File: src/rtl/twi_front_pkg.sv
package twi_front_pkg;

  typedef enum logic [2:0] {
    ST_IDLE,
    ST_RX,
    ST_ACK,
    ST_LOAD,
    ST_TX,
    ST_MACK
  } front_state_e;

  typedef enum logic [1:0] {
    RX_SEL,
    RX_ADDR,
    RX_DATA
  } rx_kind_e;

  localparam logic [3:0] DEV_TYPE_CODE = 4'b1010;

endpackage

File: src/rtl/twi_sync.sv
module twi_sync #(
  parameter int STAGES = 2
) (
  input  logic clk,
  input  logic rst_n,
  input  logic d,
  output logic q
);

  logic [STAGES:0] chain;

  assign chain[0] = d;

  for (genvar i = 0; i < STAGES; i++) begin : g_stage
    always_ff @(posedge clk or negedge rst_n) begin
      if (!rst_n) begin
        chain[i+1] <= 1'b1;
      end else begin
        chain[i+1] <= chain[i];
      end
    end
  end

  assign q = chain[STAGES];

endmodule

File: src/rtl/twi_cond_detect.sv
module twi_cond_detect (
  input  logic clk,
  input  logic rst_n,
  input  logic scl_s,
  input  logic sda_s,
  output logic scl_rise,
  output logic scl_fall,
  output logic start_det,
  output logic stop_det
);

  logic scl_q;
  logic sda_q;

  always_ff @(posedge clk or negedge rst_n) begin
    if (!rst_n) begin
      scl_q <= 1'b1;
      sda_q <= 1'b1;
    end else begin
      scl_q <= scl_s;
      sda_q <= sda_s;
    end
  end

  assign scl_rise  = scl_s & ~scl_q;
  assign scl_fall  = ~scl_s & scl_q;
  assign start_det = scl_s & scl_q & sda_q & ~sda_s;
  assign stop_det  = scl_s & scl_q & ~sda_q & sda_s;

endmodule

File: src/rtl/twi_sel_match.sv
module twi_sel_match
  import twi_front_pkg::*;
#(
  parameter bit WIDE = 1'b0,
  parameter int AW   = 8
) (
  input  logic [7:1]    sel_i,
  input  logic [2:0]    pins_i,
  input  logic [AW-1:0] addr_i,
  output logic          hit_o,
  output logic [AW-1:0] addr_o
);

  if (WIDE) begin : g_wide
    logic pin0_unused;
    assign pin0_unused = pins_i[0];
    assign hit_o  = (sel_i[7:4] == DEV_TYPE_CODE) && (sel_i[3:2] == pins_i[2:1]);
    assign addr_o = {sel_i[1], addr_i[AW-2:0]};
  end else begin : g_narrow
    assign hit_o  = (sel_i[7:4] == DEV_TYPE_CODE) && (sel_i[3:1] == pins_i);
    assign addr_o = addr_i;
  end

endmodule

File: src/rtl/twi_mem_front.sv
module twi_mem_front
  import twi_front_pkg::*;
#(
  parameter bit WIDE_ARRAY  = 1'b0,
  parameter int SYNC_STAGES = 2,
  localparam int AW = WIDE_ARRAY ? 9 : 8
) (
  input  logic          clk,
  input  logic          rst_n,
  input  logic          scl_i,
  input  logic          sda_i,
  input  logic [2:0]    dev_pins_i,
  input  logic [7:0]    rd_data_i,
  output logic          sda_pull_o,
  output logic [AW-1:0] word_addr_o,
  output logic          wr_strobe_o,
  output logic [7:0]    wr_data_o,
  output logic          rd_req_o,
  output logic          stop_o
);

  localparam int WORD_BITS = 8;
  localparam int CW        = $clog2(WORD_BITS + 1);

  logic scl_s, sda_s;
  logic scl_rise, scl_fall, start_det, stop_det;
  logic sel_hit;
  logic [AW-1:0] sel_addr;

  front_state_e state_q, state_n;
  rx_kind_e     kind_q, kind_n;
  logic [CW-1:0]        cnt_q, cnt_n;
  logic [WORD_BITS-1:0] shreg_q, shreg_n;
  logic [WORD_BITS-1:0] wdata_q, wdata_n;
  logic [AW-1:0]        addr_q, addr_n;
  logic rnw_q, rnw_n;
  logic mnack_q, mnack_n;
  logic wstb_q, wstb_n;
  logic rreq_q, rreq_n;
  logic stop_q, stop_n;
  logic pull_q, pull_n;

  twi_sync #(.STAGES(SYNC_STAGES)) u_sync_scl (
    .clk(clk), .rst_n(rst_n), .d(scl_i), .q(scl_s)
  );

  twi_sync #(.STAGES(SYNC_STAGES)) u_sync_sda (
    .clk(clk), .rst_n(rst_n), .d(sda_i), .q(sda_s)
  );

  twi_cond_detect u_det (
    .clk(clk), .rst_n(rst_n), .scl_s(scl_s), .sda_s(sda_s),
    .scl_rise(scl_rise), .scl_fall(scl_fall),
    .start_det(start_det), .stop_det(stop_det)
  );

  twi_sel_match #(.WIDE(WIDE_ARRAY), .AW(AW)) u_match (
    .sel_i(shreg_q[7:1]), .pins_i(dev_pins_i), .addr_i(addr_q),
    .hit_o(sel_hit), .addr_o(sel_addr)
  );

  // Next-state logic
  always_comb begin
    state_n = state_q;
    kind_n  = kind_q;
    cnt_n   = cnt_q;
    shreg_n = shreg_q;
    rnw_n   = rnw_q;
    addr_n  = addr_q;
    wdata_n = wdata_q;
    mnack_n = mnack_q;
    wstb_n  = 1'b0;
    rreq_n  = 1'b0;
    stop_n  = 1'b0;

    // advance past a byte that was just written
    if (wstb_q) addr_n = addr_q + 1'b1;

    unique case (state_q)
      ST_IDLE: begin
      end
      ST_RX: begin
        if (scl_rise && cnt_q != CW'(WORD_BITS)) begin
          shreg_n = {shreg_q[WORD_BITS-2:0], sda_s};
          cnt_n   = cnt_q + 1'b1;
        end else if (scl_fall && cnt_q == CW'(WORD_BITS)) begin
          state_n = ST_ACK;
          unique case (kind_q)
            RX_SEL: begin
              if (sel_hit) begin
                rnw_n  = shreg_q[0];
                addr_n = sel_addr;
              end else begin
                state_n = ST_IDLE;
              end
            end
            RX_ADDR: addr_n[WORD_BITS-1:0] = shreg_q;
            default: begin
              wstb_n  = 1'b1;
              wdata_n = shreg_q;
            end
          endcase
        end
      end
      ST_ACK: begin
        if (scl_fall) begin
          if (kind_q == RX_SEL && rnw_q) begin
            state_n = ST_LOAD;
            rreq_n  = 1'b1;
          end else begin
            state_n = ST_RX;
            cnt_n   = '0;
            kind_n  = (kind_q == RX_SEL) ? RX_ADDR : RX_DATA;
          end
        end
      end
      ST_LOAD: begin
        shreg_n = rd_data_i;
        cnt_n   = '0;
        state_n = ST_TX;
      end
      ST_TX: begin
        if (scl_fall) begin
          shreg_n = {shreg_q[WORD_BITS-2:0], 1'b1};
          cnt_n   = cnt_q + 1'b1;
          if (cnt_q == CW'(WORD_BITS - 1)) begin
            state_n = ST_MACK;
            addr_n  = addr_q + 1'b1;
          end
        end
      end
      ST_MACK: begin
        if (scl_rise) mnack_n = sda_s;
        if (scl_fall) begin
          if (mnack_q) begin
            state_n = ST_IDLE;
          end else begin
            state_n = ST_LOAD;
            rreq_n  = 1'b1;
          end
        end
      end
      default: state_n = ST_IDLE;
    endcase

    if (start_det) begin
      state_n = ST_RX;
      kind_n  = RX_SEL;
      cnt_n   = '0;
    end
    if (stop_det) begin
      state_n = ST_IDLE;
      stop_n  = 1'b1;
    end

    pull_n = (state_n == ST_ACK) ||
             (state_n == ST_TX && !shreg_n[WORD_BITS-1]);
  end

  // State registers
  always_ff @(posedge clk or negedge rst_n) begin
    if (!rst_n) begin
      state_q <= ST_IDLE;
      kind_q  <= RX_SEL;
      cnt_q   <= '0;
      shreg_q <= '0;
      wdata_q <= '0;
      addr_q  <= '0;
      rnw_q   <= 1'b0;
      mnack_q <= 1'b0;
      wstb_q  <= 1'b0;
      rreq_q  <= 1'b0;
      stop_q  <= 1'b0;
      pull_q  <= 1'b0;
    end else begin
      state_q <= state_n;
      kind_q  <= kind_n;
      cnt_q   <= cnt_n;
      shreg_q <= shreg_n;
      rnw_q   <= rnw_n;
      mnack_q <= mnack_n;
      wstb_q  <= wstb_n;
      rreq_q  <= rreq_n;
      stop_q  <= stop_n;
      pull_q  <= pull_n;
      addr_q  <= addr_n;
      if (wstb_n) wdata_q <= wdata_n;
    end
  end

  assign sda_pull_o  = pull_q;
  assign word_addr_o = addr_q;
  assign wr_strobe_o = wstb_q;
  assign wr_data_o   = wdata_q;
  assign rd_req_o    = rreq_q;
  assign stop_o      = stop_q;

endmodule

File: config.mk
export PLATFORM = sky130hd
export DESIGN_NAME = twi_mem_front
export DESIGN_NICKNAME = d
export VERILOG_FILES = /design/src/rtl/twi_front_pkg.sv /design/src/rtl/twi_sync.sv /design/src/rtl/twi_cond_detect.sv /design/src/rtl/twi_sel_match.sv /design/src/rtl/twi_mem_front.sv
export SDC_FILE = /design/constraint.sdc
export NUM_CORES = 1
export LEC_CHECK = 0
export ABC_AREA = 1
export BUFFER_PORTS_ARGS = -buffer_cell sky130_fd_sc_hd__clkbuf_2
export CAP_MARGIN = 10
export CORE_ASPECT_RATIO = 0.9
export CORE_MARGIN = 4
export CORE_UTILIZATION = 35
export DETAILED_ROUTE_END_ITERATION = 16
export GPL_ROUTABILITY_DRIVEN = 0
export PLACE_DENSITY = 0.56
export SLEW_MARGIN = 20
export SYNTH_ARGS = -nofsm -noshare
export SYNTH_HDL_FRONTEND = slang
export SYNTH_SLANG_ARGS = --single-unit
File: constraint.sdc
create_clock -name clk -period 1.6 [get_ports clk]
set_clock_uncertainty 0.05 [all_clocks]
set_input_delay 0.24 -clock clk [delete_from_list [all_inputs] [get_ports clk]]
set_output_delay 0.24 -clock clk [all_outputs]
set_load 0.01 [all_outputs]
== Yosys cells after proc, flatten, opt, wreduce, memory -nomap -nowiden ==
Cells that the tools add are included.

* Flip-flop bits (word level): 45
* Word-level logic and storage cells: 120

* Add/sub/neg operators: 2
* Equal/unequal tests: 21
* Mux-type cells: 45
* Bitwise operators: 13
* Reduce and logical (&&, ||, !) cells: 20

{| class="wikitable"
|+ Operators by type and width
! kind !! count
|-
| 8-bit two-way mux || 8
|-
| 8-bit case mux with 2 select lines || 2
|-
| 3-bit two-way mux || 8
|-
| 8-bit case mux with 3 select lines || 1
|-
| 4-bit two-way mux || 5
|-
| 2-bit two-way mux || 9
|-
| 3-bit case mux with 6 select lines || 1
|-
| 4-bit case mux with 4 select lines || 1
|-
| 5-bit AND reduction || 3
|-
| 3-bit != test (second input constant) || 4
|-
| 3-bit by 2-bit equality test with 1-bit output (second input constant) || 3
|-
| 3-bit equality test (second input constant) || 3
|-
| 1-bit two-way mux || 9
|-
| 8-bit by 1-bit adder with 8-bit output (second input constant) || 1
|-
| 4-bit equality test (second input constant) || 2
|-
| 1-bit AND || 7
|-
| 2-bit != test (second input constant) || 3
|-
| 1-bit inverter || 6
|-
| 3-bit AND reduction || 2
|-
| 1-bit logical AND || 5
|-
| 5-bit != test (second input constant) || 1
|-
| 5-bit nonzero test || 1
|-
| 4-bit by 1-bit adder with 4-bit output (second input constant) || 1
|-
| 4-bit by 3-bit equality test with 1-bit output (second input constant) || 1
|-
| other kinds (13) || 14
|}

== Logic depth before layout (Yosys ltp) ==
Gate-level depths: netlist of run 1.

* Depth after elaboration: 12
* Gate-level depth with buffers: 13
* Mapped depth without buffers: 13

== Modules after synthesis ==
Synthesis of run 1 repeated with hierarchy kept, for this count alone.

* Cell total of the unflattened synthesis: 390
* Area total of the unflattened synthesis: 2876.5 um^2

{| class="wikitable"
|+ By module, submodules not included
! module !! times used !! cells an instance !! area each (um^2) !! sequential area each (um^2)
|-
| twi_mem_front || 1 || 350 || 2548.7 || 975.9
|-
| twi_sel_match || 1 || 23 || 128.9 || 0.0
|-
| twi_sync || 2 || 2 || 52.6 || 52.6
|-
| twi_cond_detect || 1 || 13 || 93.8 || 52.6
|}

== Worst setup path after synthesis of run 1 ==
OpenSTA, ideal clock, no wires.

* Path kind: register to register
* From: register cnt_q[0]
* To: register addr_q[5] (netlist: word_addr_o[5])
* Data arrival time: 1.487 ns
* Required time: 1.434 ns
* Setup slack: -0.054 ns
* Stages on the path, launching flop included: 14
* Period minus slack after synthesis: 1.654 ns
* Cell sequence: dfrtp_1 -> inv_1 -> ha_1 -> nand2_1 -> nor2_1 -> nand2_4 -> nor2_2 -> nand2_1 -> nor2_4 -> inv_2 -> nand2_1 -> inv_1 -> nand2_1 -> nand2_1

* Cells in the longest elaborated chain, start to end: 5
* Elaborated cells between the ends (all ways): 11

{| class="wikitable"
|+ RTL lines
! item !! RTL line !! text
|-
| from (decl) || twi_mem_front.sv:32 || <nowiki>logic [CW-1:0] cnt_q, cnt_n;</nowiki>
|-
| from (signal assigned) || twi_mem_front.sv:178 || <nowiki>cnt_q <= cnt_n;</nowiki>
|-
| 4-bit equality test || twi_mem_front.sv:86 || <nowiki>end else if (scl_fall && cnt_q == CW'(WORD_BITS)) begin</nowiki>
|-
| 1-bit logical AND || twi_mem_front.sv:86 ||
|-
| 8-bit two-way mux || twi_mem_front.sv:86 ||
|-
| 8-bit two-way mux || twi_mem_front.sv:83 || <nowiki>if (scl_rise && cnt_q != CW'(WORD_BITS)) begin</nowiki>
|-
| 8-bit case mux with 2 select lines || twi_mem_front.sv:79 || <nowiki>unique case (state_q)</nowiki>
|-
| to (signal assigned) || twi_mem_front.sv:186 || <nowiki>addr_q <= addr_n;</nowiki>
|-
| to (decl) || twi_mem_front.sv:35 || <nowiki>logic [AW-1:0] addr_q, addr_n;</nowiki>
|}

Parallel ways exist; a longest one is shown, timed or not.
A chain may end at the register's enable or synchronous reset.

== Worst setup path after layout of run 1 ==
* From: register cnt_q[0]
* To: register addr_q[7] (netlist: word_addr_o[7])

Same word-level chain as after synthesis.

==> impl_metrics.tcl, run 1 <==
set metrics [dict create \
    path_class "register to register" \
    dp.cells 572 \
    hpwl_mm 6.09 \
    die_w_um 103 \
    root_buffer "clkbuf_8" \
    power_leakage_nw 2.08 \
    path_clk_slew_ns 0.09 \
    holdPathEnd "shreg_q[2]" \
    synthFlopType "dfrtp_1" \
    core_area_um2 7690 \
    drive_gt1_frac 0.347 \
    setup_viol 18 \
    synth_warnings 0 \
    timing.reg2reg.setup_slack_ns -0.07 \
    wl_per_cell_um 13.0 \
    cp.arrival_ns 1.85 \
    grt_pass1_wl_mm 12.7 \
    firstDrtPassIters 4 \
    num_vias 2818 \
    hold_path_startpoint "rd_data_i[2]" \
    path_max_fanout 4 \
    cts_tree "built" \
    required_ns 1.78 \
    start_util 0.367 \
    synth_edf_count 0 \
    p_int_mw 2.17 \
    ctsLongestPathBuffers 2 \
    synth_fp_nets 413 \
    power.density_nw_per_um2 838 \
    grt_max_degree 32 \
    fin_nets 513 \
    outcome "complete, but fails checks" \
    dieHeight_um 93.2 \
    hold_path_class "input port to register" \
    maxCapViolCount 0 \
    ioPinCount 35 \
    ys_types 38 \
    wl_mm 7.71 \
    period_needed_ns 1.67 \
    syn_area_um2 2820 \
    peakVddDrop_uv 426 \
    grt_pass1_vias 2675 \
    start_kind "register" \
    track_usage 0.168 \
    fin_util 0.503 \
    ys_seq_area_frac 0.402 \
    power_mw 3.24 \
    synth_cells 395 \
    die_area_um2 9560 \
    power_frac_comb 0.307 \
    cts.sinks 45 \
    instances_no_fill 592 \
    hold_viol 0 \
    overflow 0 \
    min_path_cells 3 \
    worst_pin_slew_ns 0.441 \
    rr_startpoint "cnt_q[0]" \
    slew_headroom 0.706 \
    syn2layout_area_growth_pct 37.1 \
    reg2regPathDepth 8 \
    ant_nets 0 \
    fin_crit_sh 1.04 \
    drt_iter0_markers 131 \
    n_antenna_cell 0 \
    drc 0 \
    violations "setup timing" \
    rsz0062_at_grt "yes" \
    antenna_found_initial 0 \
    worstSetupEndpointType "register" \
    pwr-share-seq 0.411 \
    syn_avg_cell_area_um2 7.14 \
    power_switching_mw 1.07 \
    insertion_delay_ns 0.30 \
    async_flop_share 1.00 \
    ys_ff_latch 45 \
    power_frac_clock 0.282 \
    worstReg2RegEnd "word_addr_o[7]" \
    via_per_inst 4.76 \
    io_buffers 34 \
    tns_ns -0.485 \
    most-common-layout-cells "132 x nand2_1, 54 x buf_4, 47 x inv_1" \
    rows 30 \
    finalMaxSlewViolations 0 \
    fmax_mhz 600 \
    htreeDepth 2 \
    numCtsBuffers 5 \
    layout_commonest_cell "nand2_1" \
    layout_setup_ws_ns -0.0668 \
    nFillCells 752 \
    swShare 0.330 \
]
cells in the mapped netlist (2+ instances only):
library cell | number | area share
dfstp_2 | 6 | 0.056
o211ai_1 | 3 | 0.0080
a32oi_1 | 6 | 0.019
nand2_1 | 149 | 0.20
o21ai_2 | 7 | 0.022
or2_0 | 2 | 0.0044
a211oi_1 | 2 | 0.0053
nor2_4 | 5 | 0.020
nand2_4 | 4 | 0.016
nor2_1 | 30 | 0.040
inv_1 | 51 | 0.068
o21ai_0 | 13 | 0.023
nand4_1 | 7 | 0.016
dfrtp_1 | 39 | 0.35
a21oi_1 | 7 | 0.012
inv_2 | 5 | 0.0067
ha_1 | 3 | 0.013
nand3_2 | 2 | 0.0071
nand3_1 | 35 | 0.062
per-layer routing:
| layer | track usage | routed length, um | vias to the layer above |
|---|---|---|---|
| met1 | 0.233 | 3810 | 1302 |
| met2 | 0.271 | 3530 | 49 |
| li1 | - | - | 1459 |
| met5 | 0 | 0 | - |
| met4 | 0.0383 | 59 | 0 |
| met3 | 0.0276 | 310 | 8 |
layout make-up:
cell class,instances,area (um2),area share
clock buffer,6,82.6,0.0214
tap,96,120,0.0311
clock inverter,2,37.5,0.00971
sequential,45,1140,0.294
timing repair buffer,96,671,0.173
multi-input combinational,289,1580,0.409
inverter,58,238,0.0615
worst max path at each step:
stage / slack, ns / startpoint / to / cells past startpoint
floorplan: -0.006 / cnt_q[1] / word_addr_o[4] / 13
detailed placement: -0.10 / cnt_q[1] / word_addr_o[4] / 13
CTS: -0.05 / cnt_q[0] / sda_pull_o / 11
finish: -0.07 / cnt_q[0] / word_addr_o[7] / 8
global route: -0.16 / cnt_q[0] / word_addr_o[3] / 13
global placement: -0.12 / u_sync_scl.q / sda_pull_o / 8
metrics by stage:
stage | hold slack (ns) | cell area [um2] | setup slack, ns
final | 0.131 | 3870 | -0.0668
after global routing | 0.131 | 3870 | -0.165
after CTS | 0.121 | 3700 | -0.0545
after detailed placement | 0.157 | 3500 | -0.102
after global placement | 0.162 | 3500 | -0.115
after floorplan | -0.106 | 2840 | -0.00624
logic make-up (layout without fill, tap and decap cells):
group / Yosys count / after routing / share of synthesized area
flops: 45 / 45 / 0.402
compound gates: 42 / 42 / 0.0998
fa+ha+maj: 3 / 3 / 0.0133
buf+inv: 61 / 162 / 0.0882
simple gates: 242 / 242 / 0.391
xor+xnor: 2 / 2 / 0.00621
sequential cells by signal, summed over array words and instances (netlist names), 2 cells and up:
signal and count:
word_addr_o 8, kind_q 2, shreg_q 8, cnt_q 4, state_q 3, wr_data_o 8
timing repair:
| action | 4_1_cts | 5_1_grt |
|---|---|---|
| hold buffers | 3 | 0 |
| pin swaps | 7 | 15 |
| resized for setup | 14 | 37 |
| endpoints found under the setup margin | 20 | 30 |
| hold endpoints to repair | 16 | 0 |
| setup buffers | 1 | 8 |
power groups by stage:
| stage | Clock [mW] | Sequential [mW] | Combinational (mW) |
|---|---|---|---|
| 2_1_floorplan | 0 | 1.37 | 0.494 |
| 3_3_place_gp | 0 | 1.35 | 0.888 |
| 3_5_place_dp | 0 | 1.35 | 0.897 |
| 4_1_cts | 0.952 | 1.33 | 0.937 |
| 5_1_grt | 0.992 | 1.34 | 1.11 |
| 6_report | 0.915 | 1.33 | 0.995 |
critical path, cell delays in order, from the launching register on:
cell and delay, ns:
dfrtp_1 0.41, inv_2 0.09, ha_4 0.16, nand3_4 0.12
nand2_4 0.13, nand2_4 0.08, nor4_4 0.39, nand2_1 0.09
nand2_1 0.08
Note: power is estimated with default switching activity, not from simulation.
==> inputs of run 2 (changes only) <==
--- a/config.mk
+++ b/config.mk
@@ -11,9 +11,9 @@
 export CORE_ASPECT_RATIO = 0.9
 export CORE_MARGIN = 4
 export CORE_UTILIZATION = 35
+export CTS_CLUSTER_SIZE = 14
 export DETAILED_ROUTE_END_ITERATION = 16
-export GPL_ROUTABILITY_DRIVEN = 0
-export PLACE_DENSITY = 0.56
+export PLACE_DENSITY = 0.59
 export SLEW_MARGIN = 20
 export SYNTH_ARGS = -nofsm -noshare
 export SYNTH_HDL_FRONTEND = slang
==> run 2 against run 1 <==
  * The run still ends with setup timing left
  * Die area unchanged
  * Combinational power about the same
  * Core utilization decreased by 0.86 points
  * Critical endpoint is now word_addr_o[3]
  * Clock-buffer cell count unchanged
  * Maximum frequency about the same
  * Flip-flop and latch count unchanged
  * Clock power decreased by 23%
  * Highest routed layer unchanged
  * Sequential power about the same
  * Hold slack got worse by 0.00086 ns
  * Final cell count decreased by 0.68%
  * Sequential share of layout area increased by 0.51 points
==> impl_metrics.tcl, run 2 (same netlist as run 1, synthesis figures left out) <==
set metrics [dict create \
    ctsLongestPathBuffers 2 \
    hpwl_mm 5.75 \
    layout_setup_ws_ns -0.0660 \
    drive_gt1_frac 0.333 \
    swShare 0.349 \
    crit_chain "inv_2, ha_4, nand3_4, nor2_4, buf_6, nand2_4, nor2_4, nand2_1, nand2_1, inv_1, nand3_1, nand2_1, nand2_1" \
    power.density_nw_per_um2 798 \
    placed_cell_area_um2 3480 \
    path_common_cell "nand2_1" \
    violations "setup timing" \
    fin_nets 509 \
    cts.sinks 45 \
    num_vias 2849 \
    wl_mm 7.43 \
    start_util 0.367 \
    fmax_mhz 600 \
    root_buffer "clkbuf_8" \
    worst_pin_slew_ns 0.326 \
    setup_viol 18 \
    firstDrtPassIters 4 \
    hold_path_startpoint "rd_data_i[5]" \
    required_ns 1.79 \
    period_needed_ns 1.67 \
    path_max_fanout 3 \
    die_area_um2 9560 \
    grt_pass1_wl_mm 12.2 \
    peakVddDrop_uv 326 \
    power_frac_comb 0.327 \
    cts_tree "built" \
    n_antenna_cell 0 \
    layout_commonest_cell "nand2_1" \
    via_per_inst 4.85 \
    cp_slowest_cell "dfrtp_1" \
    outcome "complete, but fails checks" \
    power_frac_clock 0.231 \
    track_usage 0.159 \
    slew_headroom 0.781 \
    io_buffers 34 \
    overflow 0 \
    antenna_found_initial 0 \
    path_clk_slew_ns 0.09 \
    p_int_mw 1.98 \
    path_class "register to register" \
    critical-path-top-delay-family "simple AND/OR/NAND/NOR gates" \
    wl_per_cell_um 12.6 \
    fin_area_um2 3800 \
    hold_viol 0 \
    fin_hold_ws_ns 0.130 \
    syn2layout_area_growth_pct 34.7 \
    max_stage_delay_ns 0.42 \
    drt_iter0_markers 118 \
    insertion_delay_ns 0.30 \
    worstReg2RegEnd "word_addr_o[3]" \
    dp.cells 570 \
    cp-startpoint "cnt_q[0]" \
    worstSetupEndpointType "register" \
    place.gp.congestion 0.867 \
    crit_buf_inv 3 \
    power_switching_mw 1.06 \
    ioPinCount 35 \
    rsz0062_at_grt "yes" \
    pre_cts_ws_ns -0.124 \
    hold_path_class "input port to register" \
    reg2regPathDepth 13 \
    instances_no_fill 588 \
    start_kind "register" \
    grt_pass1_vias 2645 \
    die_w_um 103 \
    most-common-layout-cells "136 x nand2_1, 50 x buf_4, 47 x inv_1" \
    cp.arrival_ns 1.85 \
    pwr-share-seq 0.442 \
    timing.reg2reg.setup_slack_ns -0.07 \
    fin_crit_sh 1.04 \
    rr_startpoint "cnt_q[0]" \
    core_area_um2 7690 \
    htreeDepth 2 \
    maxCapViolCount 0 \
    ant_nets 0 \
    rows 30 \
    min_path_cells 3 \
    grt_max_degree 46 \
    finalMaxSlewViolations 0 \
    power_leakage_nw 2.03 \
    numCtsBuffers 5 \
    dieHeight_um 93.2 \
    drc 0 \
    holdPathEnd "shreg_q[5]" \
]
## run 2: changes by cell type in the layout (fill, tap and decap cells not counted), moves of 2 or more
cell / delta
nand2_4: -2
nand2_1: +4
nand2_2: -2
buf_4: -4
inv_4: +2
o21ai_2: +2
nor2_4: +3
o21ai_0: -2
nor2_2: -4
## run 2: repair_timing
action,in CTS,in global routing
hold endpoints to repair,41,0
buffers inserted,4,3
resized for setup,23,27
pin swaps,12,4
setup endpoints to repair,20,30
hold buffers,3,0
## run 2: worst max-delay path by stage
| stage | cells past startpoint | slack, ns | to |
|---|---|---|---|
| CTS | 13 | -0.04 | word_addr_o[3] |
| floorplan | 13 | -0.006 | word_addr_o[4] |
| global route | 13 | -0.20 | word_addr_o[4] |
| detailed placement | 13 | -0.12 | word_addr_o[3] |
| finish | 13 | -0.07 | word_addr_o[3] |
| global placement | 13 | -0.07 | word_addr_o[4] |
## run 2: tightest hold or removal path, delay by kind of cell
family / cells / cell delay, ns
compound gates: 1 / 0.08
buf+inv: 1 / 0.08
simple gates: 1 / 0.05
## run 2: power by group through the flow
stage          Sequential (mW)  Combinational, mW  Clock, mW
2_1_floorplan             1.37              0.494          0
3_3_place_gp              1.36              0.881          0
3_5_place_dp              1.36              0.886          0
4_1_cts                   1.34              0.949      0.736
5_1_grt                   1.36               1.10      0.768
6_report                  1.34              0.992      0.700
## run 2: area by class of cell
class / count / area (um2)
Clock buffer: 6 / 72.6
Clock inverter: 2 / 15.0
Fill cell: 754 / 3890
Inverter: 58 / 238
Sequential cell: 45 / 1140
Timing Repair Buffer: 92 / 641
Multi-Input combinational cell: 289 / 1580
Tap cell: 96 / 120
## run 2: per-layer routing
layer / vias to the layer above / routed length [um] / GRT usage
li1: 1462 / - / -
met4: 0 / 65 / 0.0328
met5: - / 0 / 0
met2: 62 / 3500 / 0.269
met1: 1317 / 3540 / 0.214
met3: 8 / 321 / 0.0254
## run 2: per-stage QoR
step                      TNS (ns)  power, mW  utilization
after global placement      -0.579       2.24        0.453
after detailed placement     -1.22       2.25        0.453
after global routing         -2.74       3.23        0.494
final                       -0.631       3.03        0.494
after floorplan            -0.0180       1.86            -
after CTS                   -0.175       3.02        0.481
